## config.mk

```make
export PLATFORM = sky130hd
export DESIGN_NAME = ata_strobe_timer
export DESIGN_NICKNAME = d
export VERILOG_FILES = /design/src/rtl/ata_tmg_pkg.sv /design/src/rtl/ata_tmg_datapath.sv /design/src/rtl/ata_tmg_ctrl.sv /design/src/rtl/ata_strobe_timer.sv
export SDC_FILE = /design/constraint.sdc
export NUM_CORES = 1
export LEC_CHECK = 0
export BUFFER_PORTS_ARGS = -buffer_cell sky130_fd_sc_hd__buf_2
export CORE_MARGIN = 2
export CORE_UTILIZATION = 45
export CTS_CLUSTER_DIAMETER = 120
export CTS_CLUSTER_SIZE = 24
export DETAILED_ROUTE_END_ITERATION = 10
export GPL_ROUTABILITY_DRIVEN = 0
export GPL_TIMING_DRIVEN = 0
export PLACE_DENSITY_LB_ADDON = 0.3
export SLEW_MARGIN = 10
export SYNTH_ARGS = -nofsm -noshare
export SYNTH_HDL_FRONTEND = slang
export SYNTH_SLANG_ARGS = --single-unit
```

## constraint.sdc

```tcl
create_clock -name clk -period 1.8 [get_ports clk]
set_input_delay 0.27 -clock clk [delete_from_list [all_inputs] [get_ports clk]]
set_output_delay 0.27 -clock clk [all_outputs]
set_load 0.01 [all_outputs]
```

## src/rtl/ata_tmg_pkg.sv

```systemverilog
package ata_tmg_pkg;

  localparam int REG_W  = 8;
  localparam int ADDR_W = 8;

  // register offsets (offset of device d's Ultra DMA byte is OFF_UDMA0 + d)
  localparam int OFF_PIO   = 'h10;
  localparam int OFF_MW    = 'h11;
  localparam int OFF_UDMA0 = 'h12;
  localparam int OFF_CLK   = 'h14;

  // implemented bits
  localparam logic [REG_W-1:0] UDMA_MASK = 8'hF7;
  localparam logic [REG_W-1:0] CLK_MASK  = 8'h33;
  localparam int CLK_SEL_LSB = 0;
  localparam int CLK_EN_LSB  = 4;

  typedef enum logic [1:0] {
    ST_IDLE = 2'd0,
    ST_ACT  = 2'd1,
    ST_REC  = 2'd2,
    ST_FIN  = 2'd3
  } tmgState_t;

  // strobes from control to datapath
  typedef struct packed {
    logic latch;    // capture counts and cycle attributes
    logic loadRec;  // load recovery count
    logic decr;     // count down one unit
    logic clrDiv;   // hold unit divider cleared
  } tmgCtl_t;

endpackage

```

## src/rtl/ata_tmg_datapath.sv

```systemverilog
module ata_tmg_datapath
  import ata_tmg_pkg::*;
#(
  parameter int DW      = REG_W,
  parameter int AW      = ADDR_W,
  parameter int NUM_DEV = 2
) (
  input  logic                  clk,
  input  logic                  rstN,
  input  logic                  refEn,
  input  logic                  regWe,
  input  logic [AW-1:0]         regAddr,
  input  logic [DW-1:0]         regWdata,
  output logic [DW-1:0]         regRdata,
  input  tmgCtl_t               ctl,
  input  logic                  startKind,
  input  logic [((NUM_DEV > 1) ? $clog2(NUM_DEV) : 1)-1:0] startDev,
  input  logic                  startWrite,
  output logic                  tick,
  output logic                  cntZero,
  output logic                  curWrite,
  output logic                  curFast,
  output logic [NUM_DEV*DW-1:0] udmaTimFlat,
  output logic [NUM_DEV-1:0]    udmaEn,
  output logic [NUM_DEV-1:0]    devFast
);

  localparam int CNT_W = DW / 2;

  logic [DW-1:0]    pioReg;
  logic [DW-1:0]    mwReg;
  logic [DW-1:0]    clkReg;
  logic [DW-1:0]    udmaReg [NUM_DEV];
  logic [CNT_W-1:0] cnt;
  logic [CNT_W-1:0] curRec;
  logic             divTog;
  logic [DW-1:0]    selTim;

  // shared timing registers
  always_ff @(posedge clk or negedge rstN) begin
    if (!rstN) begin
      pioReg <= '0;
      mwReg  <= '0;
      clkReg <= '0;
    end else if (regWe) begin
      if (regAddr == AW'(OFF_PIO)) pioReg <= regWdata;
      if (regAddr == AW'(OFF_MW))  mwReg  <= regWdata;
      if (regAddr == AW'(OFF_CLK)) clkReg <= regWdata & CLK_MASK;
    end
  end

  // per-device Ultra DMA bytes and clock-mode fan-out
  for (genvar d = 0; d < NUM_DEV; d++) begin : g_dev
    always_ff @(posedge clk or negedge rstN) begin
      if (!rstN) udmaReg[d] <= '0;
      else if (regWe && regAddr == AW'(OFF_UDMA0 + d)) udmaReg[d] <= regWdata & UDMA_MASK;
    end
    assign udmaTimFlat[d*DW +: DW] = udmaReg[d];
    assign udmaEn[d]  = clkReg[CLK_EN_LSB + d];
    assign devFast[d] = clkReg[CLK_SEL_LSB + d];
  end

  // read decode, undefined offsets give zero
  always_comb begin
    regRdata = '0;
    if (regAddr == AW'(OFF_PIO)) regRdata = pioReg;
    if (regAddr == AW'(OFF_MW))  regRdata = mwReg;
    if (regAddr == AW'(OFF_CLK)) regRdata = clkReg;
    for (int d = 0; d < NUM_DEV; d++) begin
      if (regAddr == AW'(OFF_UDMA0 + d)) regRdata = udmaReg[d];
    end
  end

  assign selTim = startKind ? mwReg : pioReg;

  // cycle attributes captured at acceptance
  always_ff @(posedge clk or negedge rstN) begin
    if (!rstN) begin
      curRec   <= '0;
      curWrite <= 1'b0;
      curFast  <= 1'b0;
    end else if (ctl.latch) begin
      curRec   <= selTim[CNT_W-1:0];
      curWrite <= startWrite;
      curFast  <= startKind & clkReg[CLK_SEL_LSB + int'(startDev)];
    end
  end

  // unit down-counter
  always_ff @(posedge clk or negedge rstN) begin
    if (!rstN)            cnt <= '0;
    else if (ctl.latch)   cnt <= selTim[DW-1 -: CNT_W];
    else if (ctl.loadRec) cnt <= curRec;
    else if (ctl.decr)    cnt <= cnt - 1'b1;
  end

  // divide the reference enable by two to form the unit tick
  always_ff @(posedge clk or negedge rstN) begin
    if (!rstN)           divTog <= 1'b0;
    else if (ctl.clrDiv) divTog <= 1'b0;
    else if (refEn)      divTog <= ~divTog;
  end

  assign tick    = refEn & divTog;
  assign cntZero = (cnt == '0);

endmodule

```

## src/rtl/ata_tmg_ctrl.sv

```systemverilog
module ata_tmg_ctrl
  import ata_tmg_pkg::*;
(
  input  logic    clk,
  input  logic    rstN,
  input  logic    startReq,
  input  logic    tick,
  input  logic    cntZero,
  output tmgCtl_t ctl,
  output logic    busy,
  output logic    done,
  output logic    strobeOn
);

  tmgState_t state, stateNxt;

  always_ff @(posedge clk or negedge rstN) begin
    if (!rstN) state <= ST_IDLE;
    else       state <= stateNxt;
  end

  always_comb begin
    stateNxt    = state;
    ctl         = '0;
    ctl.clrDiv  = 1'b1;
    case (state)
      ST_IDLE: begin
        if (startReq) begin
          ctl.latch = 1'b1;
          stateNxt  = ST_ACT;
        end
      end
      ST_ACT: begin
        ctl.clrDiv = 1'b0;
        if (tick) begin
          if (cntZero) begin
            ctl.loadRec = 1'b1;
            stateNxt    = ST_REC;
          end else begin
            ctl.decr = 1'b1;
          end
        end
      end
      ST_REC: begin
        ctl.clrDiv = 1'b0;
        if (tick) begin
          if (cntZero) stateNxt = ST_FIN;
          else         ctl.decr = 1'b1;
        end
      end
      ST_FIN:  stateNxt = ST_IDLE;
      default: stateNxt = ST_IDLE;
    endcase
  end

  assign busy     = (state != ST_IDLE);
  assign done     = (state == ST_FIN);
  assign strobeOn = (state == ST_ACT);

endmodule

```

## src/rtl/ata_strobe_timer.sv

```systemverilog
module ata_strobe_timer
  import ata_tmg_pkg::*;
#(
  parameter int DW = REG_W,
  parameter int AW = ADDR_W
) (
  input  logic          clk,
  input  logic          rstN,
  input  logic          refEn,
  input  logic          regWe,
  input  logic [AW-1:0] regAddr,
  input  logic [DW-1:0] regWdata,
  output logic [DW-1:0] regRdata,
  input  logic          startReq,
  input  logic          startKind,
  input  logic          startDev,
  input  logic          startWrite,
  output logic          busy,
  output logic          done,
  output logic          rdStrobeN,
  output logic          wrStrobeN,
  output logic          cycFast,
  output logic [DW-1:0] udmaTim0,
  output logic [DW-1:0] udmaTim1,
  output logic [1:0]    udmaEn,
  output logic [1:0]    devFast
);

  localparam int NUM_DEV = 2;

  tmgCtl_t                ctl;
  logic                   tick;
  logic                   cntZero;
  logic                   curWrite;
  logic                   curFast;
  logic                   strobeOn;
  logic [NUM_DEV*DW-1:0]  udmaTimFlat;

  ata_tmg_ctrl u_ctrl (
    .clk      (clk),
    .rstN     (rstN),
    .startReq (startReq),
    .tick     (tick),
    .cntZero  (cntZero),
    .ctl      (ctl),
    .busy     (busy),
    .done     (done),
    .strobeOn (strobeOn)
  );

  ata_tmg_datapath #(.DW(DW), .AW(AW), .NUM_DEV(NUM_DEV)) u_dp (
    .clk         (clk),
    .rstN        (rstN),
    .refEn       (refEn),
    .regWe       (regWe),
    .regAddr     (regAddr),
    .regWdata    (regWdata),
    .regRdata    (regRdata),
    .ctl         (ctl),
    .startKind   (startKind),
    .startDev    (startDev),
    .startWrite  (startWrite),
    .tick        (tick),
    .cntZero     (cntZero),
    .curWrite    (curWrite),
    .curFast     (curFast),
    .udmaTimFlat (udmaTimFlat),
    .udmaEn      (udmaEn),
    .devFast     (devFast)
  );

  assign udmaTim0  = udmaTimFlat[0*DW +: DW];
  assign udmaTim1  = udmaTimFlat[1*DW +: DW];
  assign rdStrobeN = ~(strobeOn & ~curWrite);
  assign wrStrobeN = ~(strobeOn & curWrite);
  assign cycFast   = curFast & busy;

endmodule

```

Yosys cells after proc, flatten, opt, wreduce, memory -nomap -nowiden
Cells that the tools add are included.
Widths: inputs -> output; s select.
{ "totals": {"ff_bits": 47, "out_inout_bits": 33, "word_cells": 73, "input_bits": 24} }
{ "op_classes": {"muxes": 27, "n_bitwise": 9, "n_eq_ne": 13, "n_lt_le_gt_ge": 1, "add_sub_neg": 1, "reduce_logical": 11} }
{ "op_table": {"columns": ["cell", "count"], "rows": [
  ["$mux 8", 6],
  ["$eq 8x5->1 const B", 5],
  ["$mux 2", 6],
  ["$mux 4", 3],
  ["$mux 1", 10],
  ["$ne 2x2->1 const B", 5],
  ["$pmux 2 s4", 1],
  ["$reduce_and 2->1", 3],
  ["$and 1x1->1", 5],
  ["$reduce_and 5->1", 1],
  ["$eq 2x2->1 const B", 2],
  ["$logic_not 4->1", 1],
  ["$lt 1x4->1 const B", 1],
  ["$not 1->1", 4],
  ["$pmux 2 s2", 1],
  ["$reduce_bool 2->1", 2],
  ["$sub 4x1->4 const B", 1],
  ["$reduce_bool 3->1", 1],
  ["$eq 2x1->1 const B", 1],
  ["$logic_and 1x1->1", 2],
  ["$logic_not 2->1", 1]
]} }

Depth between registers and ports, before layout
{ "logic_depth": {"word_depth": 7, "mapped_depth": 7, "ltp_nobuf": 6} }

By module
From an unflattened synthesis, not the netlist that was laid out.
{ "unflattened": {"cells_unflattened": 221, "area_unflattened_um2": 2575.0} }
{ "by_module_without_submodules": {"columns": ["module", "seq_area_each_um2", "area_each_um2", "cells_per_inst", "instances"], "rows": [
  ["ata_tmg_datapath", 1126.1, 2339.7, 195, 1],
  ["ata_tmg_ctrl", 50.0, 219.0, 23, 1],
  ["ata_strobe_timer", 0.0, 16.3, 3, 1]
]} }

Worst setup path after synthesis
Ideal clock, no wire load.
{ "synth_path": {"path_kind": "flip-flop to flip-flop", "from": "register u_dp.cnt[0]", "to": "register u_dp.cnt[1]", "n_path_buf": 0, "arrival_ns": 1.773, "period_less_slack_ns": 1.896, "t_required_ns": 1.676, "setup_time_ns": 0.124, "path_slack_ns": -0.096, "stages_incl_launch_ff": 7, "path_cell_list": "dfrtp_1 -> inv_1 -> ha_1 -> or3b_2 -> a21oi_1 -> a2111oi_0 -> a211o_1"} }
{ "synth_between": {"elab_chain_len": 6, "elab_cells_between_ends": 12, "classes_between": "1 x add/sub; 9 x mux; 2 x reduce/logical"} }
{ "synth_lines": {"columns": ["item", "line_no", "rtl"], "rows": [
  ["start: declaration", "ata_tmg_datapath.sv:34", "logic [CNT_W-1:0] cnt;"],
  ["start signal: assignment", "ata_tmg_datapath.sv:92", "else if (ctl.latch) cnt <= selTim[DW-1 -: CNT_W];"],
  ["start signal: assignment", "ata_tmg_datapath.sv:93", "else if (ctl.loadRec) cnt <= curRec;"],
  ["start signal: assignment", "ata_tmg_datapath.sv:94", "else if (ctl.decr) cnt <= cnt - 1'b1;"],
  ["branches (longest 6 deep; another with $sub 4x1->4)", null, null]
]} }
Parallel ways; which one is timed is not known. The select of a mux whose other input is x is not followed.
A chain may end at the register's enable or synchronous reset.

Worst setup path after layout
{ "layout_path": {"from": "input port regAddr[5]", "to": "output port regRdata[1]"} }
{ "layout_between": {"elab_chain_len": 6, "elab_cells_between_ends": 10, "classes_between": "5 x eq/ne; 5 x mux"} }
{ "layout_lines": {"columns": ["item", "line_no", "rtl"], "rows": [
  ["start: declaration", "ata_strobe_timer.sv:11", "input logic [AW-1:0] regAddr,"],
  ["$eq 8x5->1", "ata_tmg_datapath.sv:66", "if (regAddr == AW'(OFF_PIO)) regRdata = pioReg;"],
  ["$mux 8", "ata_tmg_datapath.sv:66", null],
  ["$mux 8", "ata_tmg_datapath.sv:67", "if (regAddr == AW'(OFF_MW)) regRdata = mwReg;"],
  ["$mux 8", "ata_tmg_datapath.sv:68", "if (regAddr == AW'(OFF_CLK)) regRdata = clkReg;"],
  ["$mux 8", "ata_tmg_datapath.sv:70", "if (regAddr == AW'(OFF_UDMA0 + d)) regRdata = udmaReg[d];"],
  ["$mux 8 (*)", "ata_tmg_datapath.sv:70", null],
  ["end: declaration", "ata_strobe_timer.sv:13", "output logic [DW-1:0] regRdata,"]
]} }
Every way passes the cells marked *; elsewhere a longest branch is shown, timed or not.

==> impl_results.md <==
- Status: finished, violations left
- Failing checks: negative setup slack
- Via Count: 2089
- Synth area leader: dfrtp_1
- Avg Inst Size Synth: 11.3 um2
- Placed Instances: 354
- Skew-Pair Late Insertion Delay: 300 ps
- ANT cells: 0
- Crit. End Element: output port
- FF-to-FF Start: u_dp.cnt[1]$_DFFE_PN0P_
- Setup Viol. Count Final: 3
- Remaining global-route overflow: 0
- Post-synth EDFFs: 0
- Non-Filler Instances: 376
- DRC Markers: 0
- Class of the worst hold path: input pin to asynchronous set/reset pin
- Synth Register Bits: 47
- P_leak: 1.66 nW
- Async SR Flop Fraction: 1.00
- Share of cells above drive strength 1: 0.487
- Synth area leaders: dfrtp_1, mux2_2, mux2i_1, ha_1, mux4_2
- Num CTS Buffers: 5
- WL/cell: 16.8 um
- Overall Power: 0.00325 W
- Final Max Slew Viols: 0
- Syn Inst Count: 230
- Syn Std Cell Area: around 2600 um2
- Max Used Layer: met4
- Routed vias/inst: 5.56
- Clock Path Buffers: 2
- P&R area growth vs syn: 26.6%
- CTS hold repair buffers: 0
- Main synth FF type: dfrtp_1
- Wl on met1: 2820 um
- RSZ-0062 raised after global routing: yes
- Synth warnings: 0
- # rows: 27
- Drt first-iter violations: 113
- Post-synthesis sequential area ratio: 0.451
- Post-DP HPWL: around 4300 um
- Clock-pin slew on the worst setup and hold paths: 80 ps
- Total Neg Setup Slack: -336 ps
- Slew @ Worst Pin: roughly 1100 ps
- Final Skew: between 7 and 8 ps
- TritonCTS clock tree: built
- Fin. Hold Viols: 0
- Root Driver: clkbuf_8
- Largest net degree at the start of global routing: 48
- FF-to-FF setup slack: around 30 ps
- Num ports: 57
- Max VDD drop: 0.506 mV
- DRT antenna net count: 0
- # H-tree levels: 2
- Final WL: 6300 um
- Count of input and output buffers: 51
- Total core area: 5540 um2
- Post-synth cell types: 50
- Most frequent cell after synthesis: dfrtp_1
- Crit path launch: regAddr[5]
- Number of global-route vias before repair: 1993
- Min setup slack post-route: -174 ps
- Die ar.: 6420 um2
- Crit-path max FO: 4
- Overall routing resource usage: 0.204
- Worst EP required: roughly 1500 ps
- DRT Pass-1 Iters: 4
- Crit start category: input pin
- Initial core utilization: 0.471
- Die X: 80.1 um
- WP data arrival: 1700 ps
- Min Tclk post-route: slightly below 2000 ps
- WL met2: about 3100 um
- Fmax: 0.507 GHz
- Top cells by count, synth: dfrtp_1, mux2_2, nand2_1
- CTS sink count: 47
- Initial antenna violation count: 0
- Synth top area share: 0.451
- First-pass GRT wire length: 10000 um
- Worst R2R Path Depth: 7
- Max-cap viol count: 0
- Die H: 80.1 um
- Fin crit share: 1.10
- Max-slew headroom: 0.295
- Pwr per Cell Area: 983 nW/um2
- Met3 Wirelength: 326 um
- Fill count: 488
- WS Path Type: input pin to output port
- Layout Nets: 335
[worst max-delay path, stage by stage]
cell      delay [ps]
buf_6             90
or4b_4           590
nor4_4           200
o221ai_2         150
a31oi_1          230
buf_2            170
[registers in the layout (all words and copies together) (netlist names)]
name	count
u_dp.mwReg	8
u_dp.curRec	4
u_dp.clkReg	4
u_dp.udmaTimFlat	14
u_ctrl.state	2
u_dp.curWrite	1
u_dp.pioReg	8
u_dp.curFast	1
u_dp.cnt	4
u_dp.divTog	1
[timing repair]
item,CTS,global route
buffers inserted,5,11
gates resized for setup,19,19
setup endpoints to repair,15,42
pin swaps,6,7
[placed cells by master (no fill, tap or decap), types with 7 or more instances in the layout]
| cell type | count |
|---|---|
| buf_2 | 53 |
| buf_4 | 19 |
| dfrtp_1 | 47 |
| mux2_2 | 34 |
| mux2i_1 | 9 |
| nand2_1 | 12 |
| nor2_1 | 7 |
| o21ai_0 | 8 |
[final cells by class]
type | count | area (um2) | area share
well taps | 72 | 90.1 | 0.0273
clock buffers | 6 | 72.6 | 0.0220
plain buffers | 13 | 80.1 | 0.0242
multi-input cells | 163 | 1470 | 0.444
repair buffers | 67 | 388 | 0.117
inverters | 8 | 30.0 | 0.00909
flip-flops and latches | 47 | 1180 | 0.356
[power by group]
part | leakage (nW) | internal [W] | switching, W
Sequential | 0.634 | 0.00120 | 0.000142
Clock | 0.0371 | 0.000259 | 0.000328
Combinational | 0.985 | 0.000669 | 0.000649
[final timing paths]
path / to
min reg2reg: u_dp.curRec[2]$_DFFE_PN0P_
min: u_dp.clkReg[4]$_DFFE_PN0P_
max in group asynchronous: u_dp.mwReg[2]$_DFFE_PN0P_
max: regRdata[1]
max reg2reg: u_dp.cnt[0]$_DFFE_PN0P_
min in group clk: u_dp.curWrite$_DFFE_PN0P_
[metal layers]
layer,vias to the layer above,track usage
li1,996,-
met1,1009,0.284
met2,74,0.325
met3,10,0.0337
met4,0,0.0661
met5,-,0
[per-stage QoR]
step	utilization	area, um2	hold slack, ps	setup WS [ps]
global route	0.596	3300	199	-200
floorplan	-	2620	-25.6	3.00
detailed placement	0.536	2970	469	-324
finish	0.596	3300	157	-174
CTS	0.571	3160	193	-134
global placement	0.536	2970	460	-308
[logic make-up (layout without fill, tap and decap cells)]
kind of cell	count (synthesis)	after routing	share of synthesized area
other	1	2	0.00144
multiplexers	50	50	0.230
AND/OR/NAND/NOR	64	64	0.146
AO/OA/AOI/OAI	40	40	0.103
flip-flops	47	47	0.451
buffers and inverters	21	94	0.0360
XOR/XNOR	1	1	0.00336
adder cells (fa/ha/maj)	6	6	0.0288
Power figures use the tool's default switching activity.
